**config.mk**
```make
export PLATFORM = sky130hd
export DESIGN_NAME = rdec_row_decoder
export DESIGN_NICKNAME = d
export VERILOG_FILES = /design/src/rtl/rdec_pkg.sv /design/src/rtl/rdec_bnd_regs.sv /design/src/rtl/rdec_span_chain.sv /design/src/rtl/rdec_row_match.sv /design/src/rtl/rdec_row_decoder.sv
export SDC_FILE = /design/constraint.sdc
export NUM_CORES = 1
export LEC_CHECK = 0
export ABC_AREA = 1
export BUFFER_PORTS_ARGS = -buffer_cell sky130_fd_sc_hd__buf_2
export CORE_ASPECT_RATIO = 0.5
export CORE_MARGIN = 2
export CORE_UTILIZATION = 49
export DETAILED_ROUTE_END_ITERATION = 10
export GPL_ROUTABILITY_DRIVEN = 1
export MAX_ROUTING_LAYER = met4
export PLACE_DENSITY = 0.71
export SYNTH_ARGS = -nofsm -noshare
export SYNTH_HDL_FRONTEND = slang
export SYNTH_SLANG_ARGS = --single-unit
```
**constraint.sdc**
```tcl
create_clock -name clk -period 7.22 [get_ports clk]
set_input_delay 0.361 -clock clk [delete_from_list [all_inputs] [get_ports clk]]
set_output_delay 0.361 -clock clk [all_outputs]
set_load 0.05 [all_outputs]
```
**src/rtl/rdec_pkg.sv**
```systemverilog
package rdec_pkg;

    localparam int ROWS       = 8;
    localparam int BND_W      = 8;
    localparam int GRAN_SHIFT = 23;
    localparam int LIM_W      = BND_W + GRAN_SHIFT + 1;
    localparam int IDX_W      = $clog2(ROWS);

    typedef logic [IDX_W-1:0] row_idx_t;
    typedef logic [BND_W-1:0] bnd_t;
    typedef logic [LIM_W-1:0] addr_t;

    localparam addr_t TOP_LIMIT = addr_t'(1) << (LIM_W - 1);

    typedef struct packed {
        addr_t base;
        addr_t limit;
        logic  empty;
    } row_span_t;

    typedef struct packed {
        logic            hit;
        row_idx_t        row;
        logic [ROWS-1:0] empty;
    } lookup_res_t;

    // Convert a cumulative boundary into a byte limit; zero after a used
    // region means the full-range ceiling.
    function automatic addr_t scale_bnd(bnd_t b, addr_t prev);
        if (b == '0 && prev != '0)
            return TOP_LIMIT;
        return addr_t'(b) << GRAN_SHIFT;
    endfunction

endpackage

```
**src/rtl/rdec_bnd_regs.sv**
```systemverilog
module rdec_bnd_regs
    import rdec_pkg::*;
(
    input  logic                  clk,
    input  logic                  rst,
    input  logic                  wr_en,
    input  row_idx_t              wr_sel,
    input  bnd_t                  wr_val,
    output logic [ROWS-1:0][BND_W-1:0] bnd_o
);

    for (genvar g = 0; g < ROWS; g++) begin : g_reg
        always_ff @(posedge clk) begin
            if (rst)
                bnd_o[g] <= '0;
            else if (wr_en && wr_sel == row_idx_t'(g))
                bnd_o[g] <= wr_val;
        end
    end

endmodule

```
**src/rtl/rdec_span_chain.sv**
```systemverilog
module rdec_span_chain
    import rdec_pkg::*;
(
    input  logic [ROWS-1:0][BND_W-1:0] bnd_i,
    output row_span_t [ROWS-1:0]       span_o
);

    for (genvar g = 0; g < ROWS; g++) begin : g_span
        addr_t prev_lim;
        addr_t this_lim;

        if (g == 0) begin : g_first
            assign prev_lim = '0;
        end else begin : g_next
            assign prev_lim = span_o[g-1].limit;
        end

        assign this_lim        = scale_bnd(bnd_i[g], prev_lim);
        assign span_o[g].base  = prev_lim;
        assign span_o[g].limit = this_lim;
        assign span_o[g].empty = (this_lim == prev_lim);
    end

endmodule

```
**src/rtl/rdec_row_match.sv**
```systemverilog
module rdec_row_match
    import rdec_pkg::*;
(
    input  addr_t                addr_i,
    input  row_span_t [ROWS-1:0] span_i,
    output lookup_res_t          res_o
);

    logic [ROWS-1:0] fits;

    for (genvar g = 0; g < ROWS; g++) begin : g_fit
        assign fits[g] = !span_i[g].empty
                       && (addr_i >= span_i[g].base)
                       && (addr_i <  span_i[g].limit);
    end

    always_comb begin
        res_o.hit = 1'b0;
        res_o.row = '0;
        for (int i = ROWS - 1; i >= 0; i--) begin
            res_o.empty[i] = span_i[i].empty;
            if (fits[i]) begin
                res_o.hit = 1'b1;
                res_o.row = row_idx_t'(i);
            end
        end
    end

endmodule

```
**src/rtl/rdec_row_decoder.sv**
```systemverilog
module rdec_row_decoder
    import rdec_pkg::*;
(
    input  logic        clk,
    input  logic        rst,
    input  logic        bnd_wr_en,
    input  logic [2:0]  bnd_wr_sel,
    input  logic [7:0]  bnd_wr_val,
    input  logic [31:0] lk_addr,
    output logic        lk_hit,
    output logic [2:0]  lk_row,
    output logic [7:0]  lk_empty_mask,
    input  logic [2:0]  stat_sel,
    output logic [31:0] stat_base,
    output logic [31:0] stat_limit,
    output logic        stat_empty
);

    logic [ROWS-1:0][BND_W-1:0] bnd_q;
    row_span_t [ROWS-1:0]       spans;
    lookup_res_t                res_d;
    lookup_res_t                res_q;

    logic [ROWS-1:0][LIM_W-1:0] span_base_v;
    logic [ROWS-1:0][LIM_W-1:0] span_limit_v;
    logic [ROWS-1:0]            span_empty_v;

    rdec_bnd_regs u_regs (
        .clk    (clk),
        .rst    (rst),
        .wr_en  (bnd_wr_en),
        .wr_sel (bnd_wr_sel),
        .wr_val (bnd_wr_val),
        .bnd_o  (bnd_q)
    );

    rdec_span_chain u_chain (
        .bnd_i  (bnd_q),
        .span_o (spans)
    );

    rdec_row_match u_match (
        .addr_i (lk_addr),
        .span_i (spans),
        .res_o  (res_d)
    );

    always_ff @(posedge clk) begin
        if (rst) begin
            res_q.hit   <= 1'b0;
            res_q.row   <= '0;
            res_q.empty <= '1;
        end else begin
            res_q <= res_d;
        end
    end

    for (genvar g = 0; g < ROWS; g++) begin : g_flat
        assign span_base_v[g]  = spans[g].base;
        assign span_limit_v[g] = spans[g].limit;
        assign span_empty_v[g] = spans[g].empty;
    end

    assign lk_hit        = res_q.hit;
    assign lk_row        = res_q.row;
    assign lk_empty_mask = res_q.empty;

    assign stat_base  = spans[stat_sel].base;
    assign stat_limit = spans[stat_sel].limit;
    assign stat_empty = spans[stat_sel].empty;

endmodule

```
==> results.cfg <==
[timing]
period_share = 0.472
hold_slack_ns = 0.205
finalHoldViolations = 0
finClkSkew_ns = 0.00911
setup_tns_ns = 0
clock.fmax_mhz = 294
setup_viol = 0
rsz0062_at_grt = no
period_needed_ns = 3.40
fin_ws_ns = 3.82
max_slew_margin = 0.426
worstMarginPinSlew_ns = 0.860
slew_viol_final = 0

[drt]
avgRoutedWirePerCell_um = 19.5
drt-total-wl_mm = 25.9
vias_per_cell = 5.75
drc_errors = 0
via_count = 7623
first_iter_violations = 824
ant_nets = 0
drtPass1Iterations = 6

[global_route]
overflow = 0
grt_pass1_vias = 6507
grt_max_degree = 75
grt_pass1_wl_mm = 38.4
grt_usage = 0.347
antenna_found_initial = 0

[yosys]
yosysTopAreaCell = dfxtp_1
yosys.cell_types.count = 40
ys.flop_type = dfxtp_1
synthCells = 1080
synth-edff-count = 0
yosysSeqAreaShare = 0.218
ys_ff_latch = 76
yosysWarnings = 0
syn-mean-instance-area_um2 = 6.47
yosysTopAreaCellShare = 0.218
async_flop_share = 0
synth.cell_area_mm2 = 0.00699
yosys-top-cells-area = dfxtp_1 22%, ha_1 13%, a21oi_1 11%

[final_layout]
syn_to_final_growth_pct = 8.86
fin_nets = 1248
layout-drive-gt1-share = 0.153
finalInstanceArea_mm2 = 0.00761
fillers = 1428
fin_util = 0.554
fin_cells = 1326
diodes = 0

[clock_tree]
ctsResizeCount = 0
clk_latency_ns = 0.35
path_clk_slew_ns = 0.07
cts_tree = yes
cts_buffer_depth = 2
htree_levels = 3
cts_setup_buffers = 0
cts-root-buf = clkbuf_16
cts_sinks = 76
cts_buffers = 9
hold_buffers = 0

[floorplanning]
die_w_um = 173
ios = 126
coreArea_mm2 = 0.0137
fp.dieH_um = 88.5
row_count = 30
initial_core_util = 0.509
die_area_mm2 = 0.0153

[pwr]
p_comb_frac = 0.386
p_per_area_mw_per_mm2 = 207
swShare = 0.437
netSwitchingPower_mw = 0.687
pwr-share-clk = 0.318
intPower_mw = 0.887
ir_worst_vdd_mv = 0.140
power_mw = 1.57
p_seq_frac = 0.297
p_leak_nw = 3.52

[placement]
place_ws_ns = 3.91
placed_cell_area_mm2 = 0.00730
portBuffers = 79
place_congestion = 1.01
dp.cells = 1310
hpwl_mm = 20.3

[worst_setup_path]
worst-path-max-fanout = 74
cp-end-kind = output pin
critical_path_class = input pin to output pin
arrival_ns = 3.04
cp.required_ns = 6.86
cp-start-kind = input pin

[run]
drv_cap = 0

[min_path]
min_path_type = input pin to flop

[status]
status = complete, no violations
critical path, cell delays in order:
cell,delay [ns]
buf_2,0.08
buf_4,0.56
inv_2,0.55
nor2_2,0.57
inv_1,0.21
o211ai_1,0.23
a221o_1,0.18
buf_2,0.26
synthesized netlist by cell type, drive strengths merged (3+ instances only):
cell type / number
a21o: 4
a21oi: 152
a32oi: 8
buf: 59
clkbuf: 30
dfxtp: 76
ha: 70
inv: 111
nand2: 204
nand3: 34
nand3b: 3
nand4: 26
nor2: 103
nor3: 12
nor4: 10
o211ai: 9
o21a: 4
o21ai: 127
xnor2: 14
xor2: 13
per-layer routing:
metal  vias to the layer above  routed length, µm  share of wire  GRT usage
met5                         -                  0              0          -
met4                         0                354          0.014     0.0663
met1                      3513              12900           0.50      0.507
met2                       412               9490           0.37      0.472
li1                       3670                  -              -          -
met3                        28               3140           0.12     0.0898
power by group through the flow:
stage          logic (mW)  clock network [mW]  registers [mW]
2_1_floorplan       0.412                   0           0.522
3_3_place_gp        0.585                   0           0.476
3_5_place_dp        0.591                   0           0.476
4_1_cts             0.594               0.501           0.466
5_1_grt             0.656               0.517           0.470
6_report            0.607               0.500           0.467
cell families (layout without fill, tap and decap cells):
group	Yosys count	count (layout)	share of synthesized area
compound gates	312	312	0.239
xor+xnor	27	27	0.0338
fa+ha+maj	70	70	0.125
buf+inv	201	210	0.134
flops	76	76	0.218
other cells	1	46	0.000536
simple gates	393	393	0.250
cells in the final DEF (no fill, tap or decap), drive strengths merged, types with 3 or more instances in the layout:
master	synthesis	final
nor2	103	103
nand2	204	204
xor2	13	13
dfxtp	76	76
a21oi	152	152
a32oi	8	8
xnor2	14	14
o211ai	9	9
nand3b	3	3
nor4	10	10
clkbuf	30	9
o21ai	127	127
inv	111	117
buf	59	82
a21o	4	4
nand4	26	26
ha	70	70
nand3	34	34
conb	1	46
nor3	12	12
o21a	4	4
state kept, by name, indices dropped and copies added (netlist names):
register,flops
lk_empty_mask,8
lk_hit,1
lk_row,3
u_regs.bnd_o,64
area by class of cell:
type / count / area (µm²) / area share
Clock inverter: 7 / 85.1 / 0.0112
Sequential cell: 76 / 1520 / 0.200
Tap cell: 192 / 240 / 0.0316
Clock buffer: 9 / 225 / 0.0296
Multi-Input combinational cell: 848 / 4700 / 0.618
Inverter: 112 / 420 / 0.0552
Timing Repair Buffer: 82 / 418 / 0.0549
path summary, 6_finish.rpt:
kind                          from               end  slack, ns  depth (start not counted)
setup / recovery       stat_sel[0]    stat_limit[27]       3.82                          8
hold / removal                 rst            lk_hit       0.20                          2
setup reg to reg  u_regs.bnd_o[55]            lk_hit       4.33                         15
hold reg to reg   u_regs.bnd_o[57]  u_regs.bnd_o[57]       0.58                          2
No activity file was read; power rests on OpenSTA's default activity.
